==> src/rtl/rxpipe_pkg.sv <==
// Shared field layout of the downstream and upstream words.
// Assumes: one bridge owns the downstream bus; upstream words are ORed.
package rxpipe_pkg;
    localparam int ADDR_W = 7;
    localparam int BYTE_W = 8;
    localparam int DN_W   = 19;
    localparam int UP_W   = 10;

    // Downstream beat, MSB first: spare, end, dir, valid, data, addr.
    typedef struct packed {
        logic              spare;
        logic              last;
        logic              dir;
        logic              valid;
        logic [BYTE_W-1:0] data;
        logic [ADDR_W-1:0] addr;
    } dn_beat_t;

    // Upstream word: reserved zeros, selected flag, stall flag.
    typedef struct packed {
        logic [UP_W-3:0] rsvd;
        logic            sel;
        logic            stall;
    } up_word_t;
endpackage

==> src/rtl/rxpipe_decode.sv <==
// Address and direction match on the broadcast word.
// Assumes: direction 1 means host to fabric; end and spare bits unused here.
module rxpipe_decode
    import rxpipe_pkg::*;
(
    input  logic [DN_W-1:0]   bus_dn,
    input  logic [ADDR_W-1:0] my_addr,
    output logic              hit,
    output logic              take,
    output logic [BYTE_W-1:0] take_data
);
    dn_beat_t beat;

    // Split the broadcast word and decide whether it is ours.
    always_comb begin
        beat      = dn_beat_t'(bus_dn);
        hit       = (beat.addr == my_addr) && beat.dir;
        take      = hit && beat.valid;
        take_data = beat.data;
    end
endmodule

==> src/rtl/rxpipe_fifo.sv <==
// Circular byte buffer that absorbs beats while delivery is held off.
// Assumes: a push when full with no pop is dropped (bridge must honour stall).
module rxpipe_fifo #(
    parameter int DEPTH = 4,
    parameter int W     = 8,
    localparam int PTR_W = (DEPTH > 1) ? $clog2(DEPTH) : 1,
    localparam int LVL_W = $clog2(DEPTH + 1)
) (
    input  logic             clk,
    input  logic             rst_n,
    input  logic             push,
    input  logic [W-1:0]     wdata,
    input  logic             pop,
    output logic [W-1:0]     head,
    output logic             empty,
    output logic [LVL_W-1:0] level,
    output logic [LVL_W-1:0] level_nxt
);
    logic [W-1:0]     mem [DEPTH];
    logic [PTR_W-1:0] wr_ptr, rd_ptr;
    logic             push_ok, pop_ok;

    // Qualify requests against the current fill level.
    always_comb begin
        empty     = (level == '0);
        pop_ok    = pop && !empty;
        push_ok   = push && ((level != LVL_W'(DEPTH)) || pop_ok);
        level_nxt = level + LVL_W'(push_ok) - LVL_W'(pop_ok);
        head      = mem[rd_ptr];
    end

    // Advance pointers and fill level.
    always_ff @(posedge clk) begin
        if (!rst_n) begin
            wr_ptr <= '0;
            rd_ptr <= '0;
            level  <= '0;
        end else begin
            level <= level_nxt;
            if (push_ok)
                wr_ptr <= (wr_ptr == PTR_W'(DEPTH - 1)) ? '0 : wr_ptr + 1'b1;
            if (pop_ok)
                rd_ptr <= (rd_ptr == PTR_W'(DEPTH - 1)) ? '0 : rd_ptr + 1'b1;
        end
    end

    // Write storage; one slot per entry.
    for (genvar g = 0; g < DEPTH; g++) begin : g_slot
        always_ff @(posedge clk) begin
            if (push_ok && (wr_ptr == PTR_W'(g)))
                mem[g] <= wdata;
        end
    end
endmodule

==> src/rtl/rxpipe_deliver.sv <==
// Registered output stage: one byte per clock to user logic unless paused.
// Assumes: user logic takes every byte presented with the request high.
module rxpipe_deliver #(
    parameter int W = 8
) (
    input  logic         clk,
    input  logic         rst_n,
    input  logic         pause,
    input  logic         avail,
    input  logic [W-1:0] head,
    output logic         pop,
    output logic         rd_req,
    output logic [W-1:0] rd_data
);
    // Pop the buffer head whenever data waits and the user allows it.
    always_comb pop = avail && !pause;

    // Register the strobe and the byte handed to the user.
    always_ff @(posedge clk) begin
        if (!rst_n) begin
            rd_req  <= 1'b0;
            rd_data <= '0;
        end else begin
            rd_req <= pop;
            if (pop)
                rd_data <= head;
        end
    end
endmodule

==> src/rtl/rxpipe_uplink.sv <==
// Builds the OR-safe upstream word: zero unless this pipe is targeted.
// Assumes: bridge reacts to the stall flag in the cycle after it appears.
module rxpipe_uplink
    import rxpipe_pkg::*;
#(
    parameter int DEPTH = 4,
    localparam int LVL_W = $clog2(DEPTH + 1)
) (
    input  logic             clk,
    input  logic             rst_n,
    input  logic             hit,
    input  logic [LVL_W-1:0] level_nxt,
    output logic [UP_W-1:0]  up_word
);
    up_word_t up_q;

    // Register the flags for the level reached at this edge.
    always_ff @(posedge clk) begin
        if (!rst_n) begin
            up_q <= '0;
        end else begin
            up_q       <= '0;
            up_q.sel   <= hit;
            up_q.stall <= hit && (level_nxt == LVL_W'(DEPTH));
        end
    end

    // Drive the port from the packed word.
    always_comb up_word = up_q;
endmodule

==> src/rtl/rxpipe_endpoint.sv <==
// One addressed receive pipe on the shared bridge bus.
// Assumes: single clock domain; upstream words of all pipes are ORed.
module rxpipe_endpoint
    import rxpipe_pkg::*;
#(
    parameter int DEPTH = 4,
    localparam int LVL_W = $clog2(DEPTH + 1)
) (
    input  logic              clk,
    input  logic              rst_n,
    input  logic [ADDR_W-1:0] my_addr,
    input  logic [DN_W-1:0]   bus_dn,
    input  logic              pause,
    output logic              rd_req,
    output logic [BYTE_W-1:0] rd_data,
    output logic [UP_W-1:0]   up_word
);
    logic              hit, take, pop, empty;
    logic [BYTE_W-1:0] take_data, head;
    logic [LVL_W-1:0]  fill_lvl, fill_nxt;

    rxpipe_decode u_decode (
        .bus_dn    (bus_dn),
        .my_addr   (my_addr),
        .hit       (hit),
        .take      (take),
        .take_data (take_data)
    );

    rxpipe_fifo #(.DEPTH(DEPTH), .W(BYTE_W)) u_fifo (
        .clk       (clk),
        .rst_n     (rst_n),
        .push      (take),
        .wdata     (take_data),
        .pop       (pop),
        .head      (head),
        .empty     (empty),
        .level     (fill_lvl),
        .level_nxt (fill_nxt)
    );

    rxpipe_deliver #(.W(BYTE_W)) u_deliver (
        .clk     (clk),
        .rst_n   (rst_n),
        .pause   (pause),
        .avail   (!empty),
        .head    (head),
        .pop     (pop),
        .rd_req  (rd_req),
        .rd_data (rd_data)
    );

    rxpipe_uplink #(.DEPTH(DEPTH)) u_uplink (
        .clk       (clk),
        .rst_n     (rst_n),
        .hit       (hit),
        .level_nxt (fill_nxt),
        .up_word   (up_word)
    );
endmodule

==> config.mk <==
export PLATFORM = sky130hd
export DESIGN_NAME = rxpipe_endpoint
export DESIGN_NICKNAME = d
export VERILOG_FILES = /design/src/rtl/rxpipe_pkg.sv /design/src/rtl/rxpipe_decode.sv /design/src/rtl/rxpipe_fifo.sv /design/src/rtl/rxpipe_deliver.sv /design/src/rtl/rxpipe_uplink.sv /design/src/rtl/rxpipe_endpoint.sv
export SDC_FILE = /design/constraint.sdc
export NUM_CORES = 1
export LEC_CHECK = 0
export ABC_AREA = 1
export BUFFER_PORTS_ARGS = -buffer_cell sky130_fd_sc_hd__buf_4
export CORE_MARGIN = 2
export CORE_UTILIZATION = 33
export CTS_BUF_LIST = sky130_fd_sc_hd__clkbuf_8
export DETAILED_ROUTE_END_ITERATION = 10
export GPL_TIMING_DRIVEN = 0
export HOLD_SLACK_MARGIN = 0.12
export SYNTH_ARGS = -nofsm -noshare
export SYNTH_HDL_FRONTEND = slang
export SYNTH_SLANG_ARGS = --single-unit
export TNS_END_PERCENT = 10
==> constraint.sdc <==
create_clock -name clk -period 2.9 [get_ports clk]
set_input_delay 0.145 -clock clk [delete_from_list [all_inputs] [get_ports clk]]
set_output_delay 0.145 -clock clk [all_outputs]
set_load 0.02 [all_outputs]
==> results.py <==
metrics = {
    "synth": {
        "yosys.cell_count.top_type": "nor2_1",
        "ys_seq_area_frac": 0.594,
        "synth_common_cells": "nor2_1, edfxtp_1, inv_1",
        "synth-edff-count": 32,
        "async_flop_share": 0,
        "synth_cells": 231,
        "synth_area_leader_cell": "edfxtp_1",
        "synth.cell_area_um2": 2220,
        "synthTopCellsByArea": "edfxtp_1, dfxtp_1, nor2_1",
        "synth.distinct_cells": 25,
        "netlist.area_leader.share": 0.432,
        "yosysWarnings": 0,
        "synth_ff_type": "edfxtp_1",
        "yosys_register_bits": 50,
        "avgSynthCellArea_um2": 9.63,
    },
    "timing": {
        "slew_viol_final": 0,
        "fin_setup_tns_ps": 0,
        "whs_ps": 171,
        "setup_viol": 0,
        "rsz0062_at_grt": "false",
        "fin_ws_ps": 349,
        "finalHoldViolCount": 0,
        "period_share": 0.880,
        "fmax_ghz": 0.392,
        "worst_pin_slew_ps": 860,
        "relSlewSlack": 0.425,
        "min_period_ps": 2550,
        "skew_ps": 8.46,
    },
    "worst_setup_path": {
        "crit_required_ps": 3110,
        "cp-end-kind": "register",
        "crit_arrival_ps": 2770,
        "rr_endpoint": "u_uplink.up_word[0]",
        "startpoint_type": "register",
        "rrSetupSlack_ps": 350,
        "worstSetupPathType": "register to register",
        "critPathMaxFanout": 10,
        "timing.rr.start": "u_fifo.level[1]",
        "rr_worst_depth": 14,
    },
    "power": {
        "p_seq_frac": 0.446,
        "switchingPower_uw": 695,
        "leakagePower_uw": 0.00125,
        "p_int_uw": 1280,
        "switching_share": 0.352,
        "pwr_density_cell_nw_per_um2": 703,
        "pwr-share-clk": 0.220,
        "peakVddDrop_mv": 0.403,
        "p_comb_frac": 0.334,
    },
    "clocking": {
        "h-tree-depth": 2,
        "root_buffer": "clkbuf_8",
        "cts_inserted_buffers": 5,
        "cts.clk_slew.worst_paths_ps": 100,
        "clock_sinks": 50,
        "insertion_delay_ps": 310,
        "cts_tree": "yes",
        "cts_setup_buffers": 0,
        "clockBufferDepth": 2,
    },
    "detailed_routing": {
        "antenna_left": 0,
        "vias_per_cell": 4.47,
        "wl_per_cell_um": 11.6,
        "first_iter_violations": 71,
        "route.detailed.drc": 0,
        "vias": 1648,
        "firstDrtPassIters": 4,
        "wl_mm": 4.30,
    },
    "finish": {
        "layout.nets": 328,
        "drive_gt1_frac": 0.236,
        "antenna-diode-count": 0,
        "layout.cells.non_filler": 369,
        "synthToLayoutAreaGrowth_pct": 26.4,
        "postLayoutCoreUtil": 0.438,
    },
    "place": {
        "dpl.hpwl_mm": 3.01,
        "dp_cells": 352,
        "place.gp.congestion": 0.724,
        "dp_slack_ps": 363,
        "place.port_buffers": 37,
    },
    "global_route": {
        "grt_pass1_vias": 1570,
        "grt_first_pass_wirelength_mm": 7.01,
        "overflow": 0,
        "track_usage": 0.124,
        "met3_usage": 0.0346,
        "grtUsageMet1": 0.149,
        "antenna_found_initial": 0,
        "use_met2": 0.212,
        "busiest_layer": "met2",
        "grt_max_degree": 19,
    },
    "floorplanning": {
        "dieArea_um2": 7410,
        "core_um2": 6420,
        "io_pins": 48,
        "fp.dieW_um": 86.1,
        "die_height_um": 86.1,
        "start_util": 0.346,
        "rows": 29,
    },
    "min_path": {
        "hold_class": "primary input to register",
        "worstHoldPathCells": 4,
        "hp-start": "pause",
        "hold_end": "u_deliver.rd_req",
    },
    "status": {
        "status": "complete, no violations",
    },
    "job": {
        "max-cap-violations": 0,
    },
}
[cell usage in the layout, fill, tap and decap left out, drive strengths merged]
cell | Yosys | final
xor2 | 1 | 1
conb | 1 | 8
clkbuf | 0 | 5
o21ai | 26 | 26
ha | 7 | 7
inv | 33 | 35
nand3 | 3 | 3
fa | 1 | 1
clkinv | 0 | 1
nand3b | 1 | 1
buf | 14 | 51
or2 | 1 | 1
a31oi | 9 | 9
dfxtp | 18 | 18
a21oi | 4 | 4
nor3 | 1 | 1
nor2 | 49 | 49
nand2 | 30 | 30
dlygate4sd3 | 0 | 9
edfxtp | 32 | 32
[state kept, by name, indices dropped and copies added (netlist names)]
| register | count |
|---|---|
| u_deliver.rd_data | 8 |
| u_deliver.rd_req | 1 |
| u_fifo.level | 3 |
| u_fifo.mem | 32 |
| u_fifo.rd_ptr | 2 |
| u_fifo.wr_ptr | 2 |
| u_uplink.up_word | 2 |
[worst max-delay path by stage]
stage                     cells past startpoint  slack [ps]             endpoint            start
after floorplan                              14         590  u_uplink.up_word[0]  u_fifo.level[1]
after global placement                       14         400  u_uplink.up_word[0]  u_fifo.level[1]
after detailed placement                     14         360  u_uplink.up_word[0]  u_fifo.level[1]
after CTS                                    14         340  u_uplink.up_word[0]  u_fifo.level[1]
after global routing                         14         160  u_uplink.up_word[0]  u_fifo.level[1]
final                                        14         350  u_uplink.up_word[0]  u_fifo.level[1]
[final cells by class]
type,count,area [um2]
tap,77,96.3
fill,618,3610
sequential,50,1320
buffer,14,101
clock buffer,5,68.8
inverter,33,124
clock inverter,3,28.8
multi-input combinational,141,704
timing repair buffer,46,368
[power by group through the flow]
stage,combinational (uW),clock (uW),sequential (uW)
after CTS,665,443,880
after global placement,639,0,897
after detailed placement,655,0,895
after floorplan,375,0,947
after global routing,744,475,890
final,661,435,881
[through the flow]
stage | area, um2 | total power [uW]
6_report | 2810 | 1980
5_1_grt | 2810 | 2110
4_1_cts | 2810 | 1990
3_5_place_dp | 2630 | 1550
3_3_place_gp | 2630 | 1540
2_1_floorplan | 2250 | 1320
[per-layer routing]
metal	up-vias	wire length, um	part of all wire
met5	-	0	0
met4	0	55	0.013
met3	7	230	0.054
met2	47	2060	0.48
met1	738	1950	0.45
li1	856	-	-
[cell families (layout without fill, tap and decap cells)]
family | after synthesis | count (layout) | share of synthesized area
adder cells (fa/ha/maj) | 8 | 8 | 0.0484
AND/OR/NAND/NOR | 85 | 85 | 0.156
buffers and inverters | 47 | 101 | 0.101
other | 1 | 8 | 0.00169
AO/OA/AOI/OAI | 39 | 39 | 0.0945
XOR/XNOR | 1 | 1 | 0.00394
flip-flops | 50 | 50 | 0.594
[timing repair]
item	4_1_cts	5_1_grt
endpoints found under the setup margin	0	0
hold endpoints to repair	36	0
resized for setup	0	0
hold buffers	9	0
[worst max-delay path, cell delays in order (launching register included)]
cell     delay (ps)
dfxtp_1         360
nor2_1          140
nand2_1          80
nand2_2         120
inv_2           100
buf_6           160
ha_1            280
inv_1            60
ha_1            130
inv_1            50
fa_1            370
xor2_1          160
or2_2           270
nand3_1         100
nor2_1           60
(Power assumes the default switching activity.)
